$ cat src/rtl/bdp_pkg.sv
`timescale 1ns/1ps
package bdp_pkg;
  // Bus select codes; the code value equals the request line number.
  typedef enum logic [2:0] {
    SRC_NONE = 3'd0,
    SRC_AR   = 3'd1,
    SRC_PC   = 3'd2,
    SRC_DR   = 3'd3,
    SRC_AC   = 3'd4,
    SRC_IR   = 3'd5,
    SRC_TR   = 3'd6,
    SRC_MEM  = 3'd7
  } bus_src_e;

  localparam int NUM_SRC = 7;
  localparam int SEL_W   = 3;
endpackage

$ cat src/rtl/bdp_src_enc.sv
`timescale 1ns/1ps
module bdp_src_enc
  import bdp_pkg::*;
(
  input  logic [NUM_SRC-1:0] req,
  output logic [SEL_W-1:0]   sel
);
  // Priority-free: each active line ORs its own number into the code.
  always_comb begin
    sel = '0;
    for (int i = 0; i < NUM_SRC; i++) begin
      if (req[i]) sel = sel | SEL_W'(i + 1);
    end
  end
endmodule

$ cat src/rtl/bdp_bus_mux.sv
`timescale 1ns/1ps
module bdp_bus_mux
  import bdp_pkg::*;
#(
  parameter int WORD_W = 16,
  parameter int ADDR_W = 12
) (
  input  logic [SEL_W-1:0]  sel,
  input  logic [ADDR_W-1:0] ar,
  input  logic [ADDR_W-1:0] pc,
  input  logic [WORD_W-1:0] dr,
  input  logic [WORD_W-1:0] ac,
  input  logic [WORD_W-1:0] ir,
  input  logic [WORD_W-1:0] tr,
  input  logic [WORD_W-1:0] mem,
  output logic [WORD_W-1:0] bus
);
  localparam int PAD_W = WORD_W - ADDR_W;

  function automatic logic [WORD_W-1:0] zext_addr(input logic [ADDR_W-1:0] a);
    return {{PAD_W{1'b0}}, a};
  endfunction

  always_comb begin
    case (bus_src_e'(sel))
      SRC_AR:  bus = zext_addr(ar);
      SRC_PC:  bus = zext_addr(pc);
      SRC_DR:  bus = dr;
      SRC_AC:  bus = ac;
      SRC_IR:  bus = ir;
      SRC_TR:  bus = tr;
      SRC_MEM: bus = mem;
      default: bus = '0;
    endcase
  end
endmodule

$ cat src/rtl/bdp_reg.sv
`timescale 1ns/1ps
module bdp_reg #(
  parameter int W    = 16,
  parameter bit FULL = 1'b1   // 1: clear/load/increment, 0: load only
) (
  input  logic         clk,
  input  logic         rst_n,
  input  logic         ld,
  input  logic         inc,
  input  logic         clr,
  input  logic [W-1:0] d,
  output logic [W-1:0] q
);
  // Clear first, then load, then increment; wraps at W bits.
  function automatic logic [W-1:0] next_val(input logic [W-1:0] cur,
                                            input logic [W-1:0] din,
                                            input logic l, input logic i,
                                            input logic c);
    if (c)      return '0;
    else if (l) return din;
    else if (i) return cur + W'(1);
    else        return cur;
  endfunction

  generate
    if (FULL) begin : g_full
      always_ff @(posedge clk) begin
        if (!rst_n) q <= '0;
        else        q <= next_val(q, d, ld, inc, clr);
      end
    end else begin : g_load_only
      logic unused_ctl;
      assign unused_ctl = inc | clr;
      always_ff @(posedge clk) begin
        if (!rst_n)  q <= '0;
        else if (ld) q <= d;
      end
    end
  endgenerate
endmodule

$ cat src/rtl/bus_datapath.sv
`timescale 1ns/1ps
module bus_datapath
  import bdp_pkg::*;
#(
  parameter int WORD_W = 16,
  parameter int ADDR_W = 12,
  parameter int CHAR_W = 8
) (
  input  logic              clk,
  input  logic              rst_n,
  input  logic [6:0]        src_req,
  input  logic              ar_ld,
  input  logic              ar_inc,
  input  logic              ar_clr,
  input  logic              pc_ld,
  input  logic              pc_inc,
  input  logic              pc_clr,
  input  logic              dr_ld,
  input  logic              dr_inc,
  input  logic              dr_clr,
  input  logic              ac_ld,
  input  logic              ac_inc,
  input  logic              ac_clr,
  input  logic              tr_ld,
  input  logic              tr_inc,
  input  logic              tr_clr,
  input  logic              ir_ld,
  input  logic              outr_ld,
  input  logic              inpr_ld,
  input  logic [CHAR_W-1:0] inpr_din,
  input  logic [WORD_W-1:0] ac_din,
  input  logic [WORD_W-1:0] mem_rdata,
  input  logic              mem_wr,
  output logic [ADDR_W-1:0] mem_addr,
  output logic [WORD_W-1:0] mem_wdata,
  output logic              mem_we,
  output logic [2:0]        bus_sel,
  output logic [WORD_W-1:0] bus_q,
  output logic [ADDR_W-1:0] ar_q,
  output logic [ADDR_W-1:0] pc_q,
  output logic [WORD_W-1:0] dr_q,
  output logic [WORD_W-1:0] ac_q,
  output logic [WORD_W-1:0] ir_q,
  output logic [WORD_W-1:0] tr_q,
  output logic [CHAR_W-1:0] outr_q,
  output logic [CHAR_W-1:0] inpr_q
);
  // Named internal wires, visible to the bound checker.
  logic [SEL_W-1:0]  sel_w;
  logic [WORD_W-1:0] bus_w;

  bdp_src_enc u_enc (
    .req (src_req),
    .sel (sel_w)
  );

  bdp_bus_mux #(.WORD_W(WORD_W), .ADDR_W(ADDR_W)) u_mux (
    .sel (sel_w),
    .ar  (ar_q),
    .pc  (pc_q),
    .dr  (dr_q),
    .ac  (ac_q),
    .ir  (ir_q),
    .tr  (tr_q),
    .mem (mem_rdata),
    .bus (bus_w)
  );

  bdp_reg #(.W(ADDR_W), .FULL(1'b1)) u_ar (
    .clk(clk), .rst_n(rst_n), .ld(ar_ld), .inc(ar_inc), .clr(ar_clr),
    .d(bus_w[ADDR_W-1:0]), .q(ar_q)
  );

  bdp_reg #(.W(ADDR_W), .FULL(1'b1)) u_pc (
    .clk(clk), .rst_n(rst_n), .ld(pc_ld), .inc(pc_inc), .clr(pc_clr),
    .d(bus_w[ADDR_W-1:0]), .q(pc_q)
  );

  bdp_reg #(.W(WORD_W), .FULL(1'b1)) u_dr (
    .clk(clk), .rst_n(rst_n), .ld(dr_ld), .inc(dr_inc), .clr(dr_clr),
    .d(bus_w), .q(dr_q)
  );

  bdp_reg #(.W(WORD_W), .FULL(1'b1)) u_ac (
    .clk(clk), .rst_n(rst_n), .ld(ac_ld), .inc(ac_inc), .clr(ac_clr),
    .d(ac_din), .q(ac_q)
  );

  bdp_reg #(.W(WORD_W), .FULL(1'b1)) u_tr (
    .clk(clk), .rst_n(rst_n), .ld(tr_ld), .inc(tr_inc), .clr(tr_clr),
    .d(bus_w), .q(tr_q)
  );

  bdp_reg #(.W(WORD_W), .FULL(1'b0)) u_ir (
    .clk(clk), .rst_n(rst_n), .ld(ir_ld), .inc(1'b0), .clr(1'b0),
    .d(bus_w), .q(ir_q)
  );

  bdp_reg #(.W(CHAR_W), .FULL(1'b0)) u_outr (
    .clk(clk), .rst_n(rst_n), .ld(outr_ld), .inc(1'b0), .clr(1'b0),
    .d(bus_w[CHAR_W-1:0]), .q(outr_q)
  );

  bdp_reg #(.W(CHAR_W), .FULL(1'b0)) u_inpr (
    .clk(clk), .rst_n(rst_n), .ld(inpr_ld), .inc(1'b0), .clr(1'b0),
    .d(inpr_din), .q(inpr_q)
  );

  assign bus_sel   = sel_w;
  assign bus_q     = bus_w;
  assign mem_addr  = ar_q;
  assign mem_wdata = bus_w;
  assign mem_we    = mem_wr;
endmodule

$ cat config.mk
export PLATFORM = sky130hd
export DESIGN_NAME = bus_datapath
export DESIGN_NICKNAME = d
export VERILOG_FILES = /design/src/rtl/bdp_pkg.sv /design/src/rtl/bdp_src_enc.sv /design/src/rtl/bdp_bus_mux.sv /design/src/rtl/bdp_reg.sv /design/src/rtl/bus_datapath.sv
export SDC_FILE = /design/constraint.sdc
export NUM_CORES = 1
export LEC_CHECK = 0
export BUFFER_PORTS_ARGS = -buffer_cell sky130_fd_sc_hd__buf_2
export CORE_UTILIZATION = 35
export DETAILED_ROUTE_END_ITERATION = 16
export GPL_ROUTABILITY_DRIVEN = 0
export PLACE_DENSITY_LB_ADDON = 0.15
export SYNTH_ARGS = -nofsm -noshare
export SYNTH_HDL_FRONTEND = slang
export SYNTH_SLANG_ARGS = --single-unit
$ cat constraint.sdc
create_clock -name clk -period 2 [get_ports clk]
set_input_delay 0.3 -clock clk [delete_from_list [all_inputs] [get_ports clk]]
set_output_delay 0.3 -clock clk [all_outputs]
set_load 0.02 [all_outputs]
==> qor.yml <==
final_layout:
  n_fill_cell: 1627
  syn_to_final_growth_pct: 43.17
  final_layout_size_suffix_gt1_share_pct: 44.27
  diodes: 0
  nets: 1046
  instances_no_fill: 1198
  final_area_mm2: 0.008685
  fin_util_pct: 51.82
cts:
  cts_tree: "yes"
  root_buffer: "clkbuf_16"
  clock-sinks: 104
  cts_inserted_buffers: 9
  cts-htree-levels: 3
  clock_path_buffers: 2
  clk_latency_ns: 0.36
  clkTransAtPathRegs_ns: 0.07
  hold_buffers: 0
synthesis:
  ys_types: 60
  synth_top_cell_by_area: "dfxtp_1"
  synthesis.nets: 784
  synthArstFlopShare_pct: 0
  synth_seq_cells: 104
  yosysWarnings: 0
  seq_area_frac_synth_pct: 34.32
  synthCells: 711
  synth.top_cell.area_share_pct: 34.32
  synth_edf_count: 0
  synth.most_common_cell: "dfxtp_1"
  ys_top_cells_by_area: "dfxtp_1, xnor2_1, a21oi_1"
  synth.top_cells.by_count: "dfxtp_1, nand2_1, nor2_1, a21oi_1, xnor2_1"
  avgSynthCellArea_um2: 8.531
  synth_area_mm2: 0.006066
  dominantRegCellSynth: "dfxtp_1"
worst_hold_path:
  worst_hold_path_type: "input pin to register"
  hp-start: "ac_din[1]"
setup_path:
  path_max_fanout: 11
  cp_top_family: "buffers and inverters"
  critical-path-max-stage-delay_ns: 0.39
  cp_data_arrival_time_ns: 1.85
  crit_path_start: "src_req[6]"
  cp_data_required_time_ns: 1.70
  cp.buffers_inverters: 5
  critPathSlowestCell: "a221oi_4"
  critPathLaunchType: "input pin"
  crit_top_cell: "buf_4"
  regToRegStartpoint: "u_ac.q[7]"
  cp-end-kind: "primary output"
  critPathKind: "input pin to primary output"
  timing.critical_path.cells: "buf_4, nor4_4, buf_4, clkbuf_16, a221o_2, a221oi_4, inv_2, buf_6"
sta:
  setup_viol: 28
  fin_ws_ns: -0.1473
  tightest_slew_ns: 0.7033
  rsz0062_at_grt: "yes"
  fmax_mhz: 465.7
  layout_min_cycle_time_ns: 2.147
  max_slew_margin_pct: 53.12
  clock-skew-final_ns: 0.007349
  finalHoldViolCount: 0
  slew_violations: 0
  holdWs_ns: 0.1700
  tns_ns: -2.073
  period_share_pct: 107.4
floorplan:
  ioPinCount: 220
  rows: 47
  die_w_um: 133.6
  dieArea_mm2: 0.01786
  die_h_um: 133.6
  coreArea_mm2: 0.01676
  initial_utilization_pct: 36.19
detailed_routing:
  routed-via-count: 6647
  drc: 0
  ant_nets: 0
  drt-pass1-iter-count: 6
  routed_wl_mm: 24.71
  drt_iter0_drc: 546
  wire_per_inst_um: 20.63
  routed_via_density: 5.548
place:
  io_buffers: 217
  dpl.cell_count: 1157
  post-dp-hpwl_mm: 18.05
  dpl_cell_area_mm2: 0.007686
outcome:
  violations: "setup timing"
  status: "complete, but fails checks"
global_routing:
  grt_max_degree: 32
  grt_pass1_vias: 6131
  grt_pass1_wl_mm: 36.37
  grt-ovfl-total: 0
  grtUsageTotal_pct: 27.09
  antenna_found_initial: 1
pwr:
  leakagePower_nw: 3.783
  peakVddDrop_mv: 0.4807
  power_density_mw_per_mm2: 627.4
flow_run:
  drv_cap: 0
-- state kept, by name, indices dropped and copies added (netlist names) --
signal	count
u_ac.q	16
u_dr.q	16
u_ir.q	16
u_tr.q	16
u_ar.q	12
u_pc.q	12
u_inpr.q	8
u_outr.q	8
-- layout make-up --
type | count | area, um^2 | area share [%]
multi-input cells | 517 | 3756 | 43.25
repair buffers | 319 | 2186 | 25.17
flip-flops and latches | 104 | 2085 | 24.00
well taps | 220 | 275.3 | 3.170
clock buffers | 9 | 225.2 | 2.593
inverters | 22 | 102.6 | 1.181
clock inverters | 7 | 55.05 | 0.6339
-- routing by layer --
layer  routed length [um]  track usage, %  vias to the layer above
met3                 2031           5.403                       37
met4                  520           7.955                        0
li1                     -               -                     3093
met1                10840           36.83                     3199
met2                11320           43.17                      318
met5                    0               0                        -
-- metrics by stage --
| step | setup slack (ns) | total power [mW] |
|---|---|---|
| after detailed placement | -0.3384 | 3.554 |
| after floorplan | -0.07783 | 3.064 |
| after global routing | -0.1974 | 5.645 |
| final | -0.1473 | 5.448 |
| after CTS | -0.1510 | 5.416 |
| after global placement | -0.2798 | 3.553 |
-- final timing paths --
path                                     to  depth (start not counted)  slack [ns]
worst max register to register   u_ac.q[14]                          5        0.25
worst min register to register  u_outr.q[6]                          2        0.48
worst max-delay path               bus_q[3]                          8       -0.15
worst min-delay path              u_ac.q[1]                          3        0.17
-- worst register-to-register path: cells and delay by family (launching register included) --
family / cells / cell delay (ns)
AO/OA/AOI/OAI: 1 / 0.26
flip-flops: 1 / 0.47
AND/OR/NAND/NOR: 4 / 0.92
-- kinds of logic (layout without fill, tap and decap cells) --
logic type                 after synthesis  count (layout)  synth area share, %
AOI/OAI and AO/OA                      190             191                23.06
adders and majority gates                5               5                1.031
xor gates and xnor gates                64              64                9.241
muxes                                   22              22                3.940
DFF                                    104             104                34.32
and+or+nand+nor                        233             235                20.21
buffers and inverters                   93             357                8.189
-- what timing repair did --
| item | CTS | global route |
|---|---|---|
| endpoints found under the setup margin | 32 | 32 |
| resized for setup | 99 | 26 |
| setup buffers | 17 | 6 |
| gates cloned | 3 | 2 |
| pin swaps | 30 | 17 |
-- cell usage in the layout, fill, tap and decap left out, drive strengths merged, types with 25 or more instances in the layout --
cell    count
a211oi     45
a21oi      51
buf       317
dfxtp     104
nand2      60
nand3      26
nor2       58
o21ai      36
xnor2      39
xor2       25
-- power by group --
group | total, mW | internal (mW) | switching, mW
clock network | 1.75 | 0.857 | 0.889
registers | 2.32 | 2.18 | 0.142
logic | 1.38 | 0.584 | 0.801
Note: power is estimated with default switching activity, not from simulation.
